==> config.mk <==
export PLATFORM = sky130hd
export DESIGN_NAME = intArbiter
export DESIGN_NICKNAME = d
export VERILOG_FILES = /design/src/rtl/intArbPkg.sv /design/src/rtl/intArbDatapath.sv /design/src/rtl/intArbControl.sv /design/src/rtl/intArbiter.sv
export SDC_FILE = /design/constraint.sdc
export NUM_CORES = 1
export LEC_CHECK = 0
export CORE_AREA = 2 2 39 41
export CTS_BUF_LIST = sky130_fd_sc_hd__clkbuf_16
export DETAILED_ROUTE_END_ITERATION = 7
export DIE_AREA = 0 0 41 43
export PLACE_DENSITY = 0.72
export SLEW_MARGIN = 20
export SYNTH_ARGS = -nofsm -noshare
export SYNTH_HDL_FRONTEND = slang
export SYNTH_HIERARCHICAL = 1
export SYNTH_SLANG_ARGS = --single-unit
==> constraint.sdc <==
create_clock -name clk -period 1.31 [get_ports clk]
set_input_delay 0.262 -clock clk [delete_from_list [all_inputs] [get_ports clk]]
set_output_delay 0.262 -clock clk [all_outputs]
set_load 0.05 [all_outputs]
==> src/rtl/intArbPkg.sv <==
package intArbPkg;
  typedef struct packed {
    logic takeNmi;
    logic takeExt;
    logic clearIe;
    logic loadIe;
  } ctrlStrobes_t;
endpackage

==> src/rtl/intArbDatapath.sv <==
module intArbDatapath
  import intArbPkg::*;
#(
  parameter int SYNC_STAGES  = 2,
  parameter int NMI_MIN_HIGH = 3,
  parameter int TYPE_W       = 8,
  parameter int NMI_TYPE     = 2
) (
  input  logic              clk,
  input  logic              rstN,
  input  logic              nmiAsync,
  input  logic              intrReq,
  input  logic              flagRestoreVal,
  input  ctrlStrobes_t      strobes,
  output logic              nmiPending,
  output logic              intrSampled,
  output logic              ieFlag,
  output logic              startNmi,
  output logic              startExt,
  output logic [TYPE_W-1:0] vecType
);
  localparam int CNT_W = $clog2(NMI_MIN_HIGH + 1);
  localparam logic [CNT_W-1:0] CNT_LAST = CNT_W'(NMI_MIN_HIGH - 1);
  localparam logic [CNT_W-1:0] CNT_SAT  = CNT_W'(NMI_MIN_HIGH);

  // synchronizer chain, one flop per stage
  logic [SYNC_STAGES-1:0] syncReg;
  genvar g;
  generate
    for (g = 0; g < SYNC_STAGES; g++) begin : gSync
      if (g == 0) begin : gFirst
        always_ff @(posedge clk or negedge rstN) begin
          if (!rstN) syncReg[g] <= 1'b0;
          else       syncReg[g] <= nmiAsync;
        end
      end else begin : gNext
        always_ff @(posedge clk or negedge rstN) begin
          if (!rstN) syncReg[g] <= 1'b0;
          else       syncReg[g] <= syncReg[g-1];
        end
      end
    end
  endgenerate

  logic nmiSync;
  assign nmiSync = syncReg[SYNC_STAGES-1];

  // consecutive-high counter, saturating; qualifies once per high period
  logic [CNT_W-1:0] hiCnt;
  logic             nmiQualify;
  assign nmiQualify = nmiSync && (hiCnt == CNT_LAST);

  always_ff @(posedge clk or negedge rstN) begin
    if (!rstN)              hiCnt <= '0;
    else if (!nmiSync)      hiCnt <= '0;
    else if (hiCnt != CNT_SAT) hiCnt <= hiCnt + 1'b1;
  end

  // pending latch: a new qualifying edge wins over the service clear
  always_ff @(posedge clk or negedge rstN) begin
    if (!rstN)                nmiPending <= 1'b0;
    else if (nmiQualify)      nmiPending <= 1'b1;
    else if (strobes.takeNmi) nmiPending <= 1'b0;
  end

  always_ff @(posedge clk or negedge rstN) begin
    if (!rstN) intrSampled <= 1'b0;
    else       intrSampled <= intrReq;
  end

  always_ff @(posedge clk or negedge rstN) begin
    if (!rstN)               ieFlag <= 1'b0;
    else if (strobes.clearIe) ieFlag <= 1'b0;
    else if (strobes.loadIe)  ieFlag <= flagRestoreVal;
  end

  always_ff @(posedge clk or negedge rstN) begin
    if (!rstN) begin
      startNmi <= 1'b0;
      startExt <= 1'b0;
      vecType  <= '0;
    end else begin
      startNmi <= strobes.takeNmi;
      startExt <= strobes.takeExt;
      vecType  <= strobes.takeNmi ? TYPE_W'(NMI_TYPE) : '0;
    end
  end
endmodule

==> src/rtl/intArbControl.sv <==
module intArbControl
  import intArbPkg::*;
(
  input  logic         boundary,
  input  logic         swIntTaken,
  input  logic         flagRestore,
  input  logic         nmiPending,
  input  logic         intrSampled,
  input  logic         ieFlag,
  output ctrlStrobes_t strobes,
  output logic         wakeReq
);
  logic extEligible;
  assign extEligible = intrSampled && ieFlag;

  always_comb begin
    strobes = '0;
    if (boundary) begin
      if (nmiPending)       strobes.takeNmi = 1'b1;
      else if (extEligible) strobes.takeExt = 1'b1;
    end
    strobes.clearIe = strobes.takeNmi || strobes.takeExt || swIntTaken;
    strobes.loadIe  = flagRestore;
  end

  assign wakeReq = nmiPending || extEligible;
endmodule

==> src/rtl/intArbiter.sv <==
module intArbiter
  import intArbPkg::*;
#(
  parameter int SYNC_STAGES  = 2,
  parameter int NMI_MIN_HIGH = 3,
  parameter int TYPE_W       = 8,
  parameter int NMI_TYPE     = 2
) (
  input  logic              clk,
  input  logic              rstN,
  input  logic              nmiAsync,
  input  logic              intrReq,
  input  logic              boundary,
  input  logic              swIntTaken,
  input  logic              flagRestore,
  input  logic              flagRestoreVal,
  output logic              startNmi,
  output logic              startExt,
  output logic [TYPE_W-1:0] vecType,
  output logic              ieFlag,
  output logic              haltExit
);
  ctrlStrobes_t strobes;
  logic nmiPending, intrSampled, wakeReq;

  intArbDatapath #(
    .SYNC_STAGES (SYNC_STAGES),
    .NMI_MIN_HIGH(NMI_MIN_HIGH),
    .TYPE_W      (TYPE_W),
    .NMI_TYPE    (NMI_TYPE)
  ) u_dp (
    .clk           (clk),
    .rstN          (rstN),
    .nmiAsync      (nmiAsync),
    .intrReq       (intrReq),
    .flagRestoreVal(flagRestoreVal),
    .strobes       (strobes),
    .nmiPending    (nmiPending),
    .intrSampled   (intrSampled),
    .ieFlag        (ieFlag),
    .startNmi      (startNmi),
    .startExt      (startExt),
    .vecType       (vecType)
  );

  intArbControl u_ctrl (
    .boundary   (boundary),
    .swIntTaken (swIntTaken),
    .flagRestore(flagRestore),
    .nmiPending (nmiPending),
    .intrSampled(intrSampled),
    .ieFlag     (ieFlag),
    .strobes    (strobes),
    .wakeReq    (wakeReq)
  );

  assign haltExit = wakeReq || !rstN;
endmodule

Yosys cells after proc, flatten, opt, wreduce, memory -nomap -nowiden:

Index checks and enable logic that the tools add are counted.

* bits in registers: 17
* bits of input ports: 8
* output and inout port bits: 12

* add/subtract/negate cells: 1
* equality and inequality tests: 3
* muxes and demuxes: 11
* reduce and logical (&&, ||, !) cells: 9

Operators by type and width (number)
* $mux W2: 4
* $mux W1: 7
* $logic_or A1 B1 Y1: 4
* $ne A2 B2 Y1 const B: 2
* $reduce_bool A2 Y1: 2
* $add A2 B1 Y2 const B: 1
* $eq A2 B2 Y1 const B: 1
* $logic_and A1 B1 Y1: 2
* $logic_not A1 Y1: 1

Depth between registers and ports, before layout:

* word-level depth: 7
* depth in mapped cells: 4
* mapped depth without buffers: 4

Cells and area by module:

The synthesis kept the hierarchy.

By module, submodules not included
* intArbDatapath: instances 1, cells an instance 31, area each 380.4 um^2, seq. area each 225.2 um^2
* intArbControl: instances 1, cells an instance 5, area each 38.8 um^2, seq. area each 0.0 um^2
* intArbiter: instances 1, cells an instance 1, area each 6.3 um^2, seq. area each 0.0 um^2

Worst setup path after synthesis:

OpenSTA, ideal clock, no wires.

* path type: reg-to-output
* start: register u_dp.ieFlag
* end: output haltExit
* data arrival time: 1.233 ns
* data required time: 1.048 ns
* setup slack: -0.185 ns
* cell stages (with the launch flop): 3
* path buffers: 0
* cell sequence: dfrtp_1 > a21o_1 > nand2b_1

* word-level cells in the longest chain between the ends: 3

RTL lines
* start: declaration: line intArbDatapath.sv:17 `output logic ieFlag,`
* start signal: assignment: line intArbDatapath.sv:74 `else if (strobes.loadIe) ieFlag <= flagRestoreVal;`
* $logic_and A1 B1 Y1: line intArbControl.sv:14 `assign extEligible = intrSampled && ieFlag;`
* $logic_or A1 B1 Y1: line intArbControl.sv:26 `assign wakeReq = nmiPending || extEligible;`
* named net wakeReq: line intArbiter.sv:24 `logic nmiPending, intrSampled, wakeReq;`
* $logic_or A1 B1 Y1: line intArbiter.sv:57 `assign haltExit = wakeReq || !rstN;`
* end: declaration: line intArbiter.sv:21 `output logic haltExit`

The timed path passes the listed nets, and every way through them passes these cells.

Worst setup path after layout:

* start: register u_dp.intrSampled
* end: output haltExit

* word-level cells in the longest chain between the ends: 3

RTL lines
* start: declaration: line intArbDatapath.sv:16 `output logic intrSampled,`
* start signal: assignment: line intArbDatapath.sv:68 `else intrSampled <= intrReq;`
* $logic_and A1 B1 Y1: line intArbControl.sv:14
* $logic_or A1 B1 Y1: line intArbControl.sv:26
* named net wakeReq: line intArbiter.sv:24
* $logic_or A1 B1 Y1: line intArbiter.sv:57

The timed path passes the listed nets, and every way through them passes these cells.

==> metrics.md <==
| Metric | Value |
|---|---|
| Mapped Area | `about 430 sq um` |
| GRT Total Usage | `11.3%` |
| Flops & latches, synth | `9` |
| Flop-to-flop setup slack | `roughly 0.19 ns` |
| Root Buffer | `clkbuf_16` |
| PortBufs | `12` |
| Largest net degree at the start of global routing | `10` |
| Die area | `1760 sq um` |
| RSZ-0062 raised after global routing | `true` |
| Hold worst-path end | `u_dp/nmiSync` |
| Placement Cell Area | `589 sq um` |
| Critical Path Slowest Stage Cell | `dfrtp_1` |
| Worst min path class | `reg2reg` |
| Clock transition at path regs | `0.04 ns` |
| GRT Residual Overflow | `0` |
| CP max FO | `2` |
| Crit. End Element | `primary output` |
| Max Slew Vio Count | `0` |
| Finished layout cell area | `681 sq um` |
| Status | `complete, but fails checks` |
| Max Freq | `739 MHz` |
| Mapped Cells | `37` |
| Clock tree buffer depth | `2` |
| Antenna viol nets, final | `0` |
| CTS tree | `yes` |
| Chip height | `about 43 microns` |
| Starting Density | `between 30 and 40%` |
| H-tree levels | `1` |
| Antenna violations before repair | `0` |
| Leakage | `0.338 nW` |
| Layout Area Growth over Synthesis | `60.0%` |
| Ranking of synthesized cells by area | `dfrtp_1 53%, buf_4 16%, ha_1 5.9%` |
| Vias in the first global route | `313` |
| FF-to-FF path depth | `4` |
| I/O pin total | `20` |
| Final HPWL DP | `approximately 480 microns` |
| Unique masters post-synth | `16` |
| Via density | `4.09` |
| DRT iter0 DRCs | `2` |
| Area leader, netlist | `dfrtp_1` |
| Number of max-cap violations | `0` |
| Clk sinks | `9` |
| Power Dens Cells | `about 2000 nW/um^2` |
| Post-synthesis sequential area ratio | `52.9%` |
| Clk_lat worst skew | `about 0.23 ns` |
| Core area | `1380 sq um` |
| Max Clock Skew | `0.000684 ns` |
| Final period util | `103%` |
| Rows | `14` |
| Hold Crit Depth | `0` |
| Nets@finish | `64` |
| Ys Warns | `6` |
| WL final | `655 microns` |
| Total CTS buffers | `3` |
| Post-layout min period | `1.35 ns` |
| Drc violations | `0` |
| R2r startpoint | `u_dp/hiCnt[0]` |
| Critical path startpoint category | `register` |
| Placer congestion estimate | `0.705` |
| Required @ worst endpoint | `1.05 ns` |
| Max VDD drop | `0.000979 V` |
| Hold_ws | `roughly 0.35 ns` |
| CTS Hold Bufs | `0` |
| Post-synth top area share | `52.9%` |
| WL per Instance | `9.49 microns` |
| Crit-path cells | `a21o_1, nand2b_4, buf_12` |
| Min-Delay Startpoint | `u_dp/syncReg[0]` |
| R2r endpoint | `u_dp/hiCnt[1]` |
| Hold Fails Final Rpt | `0` |
| Failing checks | `negative setup slack` |
| DRT Pass-1 Iters | `2` |
| First-pass GRT wire length | `around 1300 microns` |
| Crit Path Class | `reg2out` |
| Finish-stage setup viols | `1` |
| Crit. Startpoint | `u_dp/intrSampled` |
| Routed via count | `282` |
| Ant. Diodes | `0` |
| Crit-path leading delay family | `flip-flops` |
| FILL cells | `around 130` |
| CP Buf/Inv Count | `1` |
| Worst EP arrival | `roughly 1.1 ns` |
| Die Width | `just over 40 microns` |
| Avg Inst Size Synth | `11.5 sq um` |
| CP peak stage delay | `between 0.3 and 0.4 ns` |
| Setup slack after layout | `-0.0425 ns` |
| Ratio of cells with drive above 1 in the final layout | `26.4%` |
[cells in the final DEF, fill, tap and decap left out, drive strengths merged, types with 2 or more instances in the layout]
| cell | Yosys | final |
|---|---|---|
| dfrtp | 9 | 9 |
| buf | 9 | 8 |
| clkdlybuf4s50 | 0 | 7 |
| conb | 1 | 7 |
| clkbuf | 0 | 3 |
| inv | 2 | 3 |
| and2 | 2 | 2 |
| a21o | 2 | 2 |
| nand2 | 2 | 2 |
| ha | 2 | 2 |
[cell families after synthesis]
kind of cell | share of synthesized area (%)
adders and majority gates | 5.88
xor gates and xnor gates | 2.06
AOI/OAI and AO/OA | 7.35
muxes | 2.35
other | 0.882
buffers and inverters | 17.6
and+or+nand+nor | 10.9
DFF | 52.9
[repair_timing]
item	in CTS	in global routing
gates cloned	0	0
buffers inserted	1	0
setup endpoints to repair	1	1
gates resized for setup	1	0
[synthesized netlist by cell type]
cell type  n
or2_1      1
inv_1      2
xnor2_1    1
and2_1     2
o21ai_0    1
a21boi_2   1
buf_4      9
nor2_1     1
dfrtp_1    9
ha_1       2
mux2i_1    1
conb_1     1
and4b_1    1
a21o_1     2
nand2b_1   1
nand2_1    2
[layer usage]
layer | vias to the layer above | GRT usage, % | wire length [microns]
met4 | 0 | 10.0 | 24
met5 | - | 0 | 0
met1 | 126 | 12.8 | 227
li1 | 133 | - | -
met2 | 20 | 15.3 | 321
met3 | 3 | 4.71 | 81
[registers in the layout (all words and copies together) (netlist names)]
register          flops
u_dp/hiCnt            2
u_dp/ieFlag           1
u_dp/syncReg          1
u_dp/intrSampled      1
u_dp/vecType          1
u_dp/startExt         1
u_dp/nmiPending       1
u_dp/nmiSync          1
[power breakdown]
group	total (mW)	leakage (nW)	switching [mW]	internal, mW
registers	0.362	0.112	0.0379	0.324
clock network	0.523	0.0423	0.125	0.398
logic	0.445	0.183	0.230	0.215
[how the worst max path moves through the flow]
| stage | end | cells past startpoint |
|---|---|---|
| floorplan | haltExit | 2 |
| global placement | haltExit | 3 |
| detailed placement | haltExit | 3 |
| CTS | haltExit | 3 |
| global route | haltExit | 3 |
| finish | haltExit | 3 |
[worst reg2reg max path, stage by stage (launching register included)]
cell and delay (ns):
dfrtp_1 0.37, inv_1 0.06, ha_1 0.28, or2_1 0.22, a21boi_2 0.13
[metrics by stage]
stage	util [%]	worst slack, ns	instances	total power, mW	TNS, ns
2_1_floorplan	-	0.0463	43	0.620	0
3_3_place_gp	42.6	0.0637	64	0.767	0
3_5_place_dp	42.6	0.0579	64	0.777	0
4_1_cts	49.2	-0.0434	69	1.34	-0.0434
5_1_grt	49.2	-0.0722	69	1.40	-0.0722
6_report	49.2	-0.0425	69	1.33	-0.0425
[area by class of cell]
class	count	area (sq um)	area share, %
clock buffers	3	75.1	11.0
clock inverters	1	3.75	0.551
inverters	2	7.51	1.10
multi-input cells	23	155	22.8
flip-flops and latches	9	226	33.3
well taps	16	20.0	2.94
repair buffers	15	193	28.3
No activity file was read; power rests on OpenSTA's default activity.
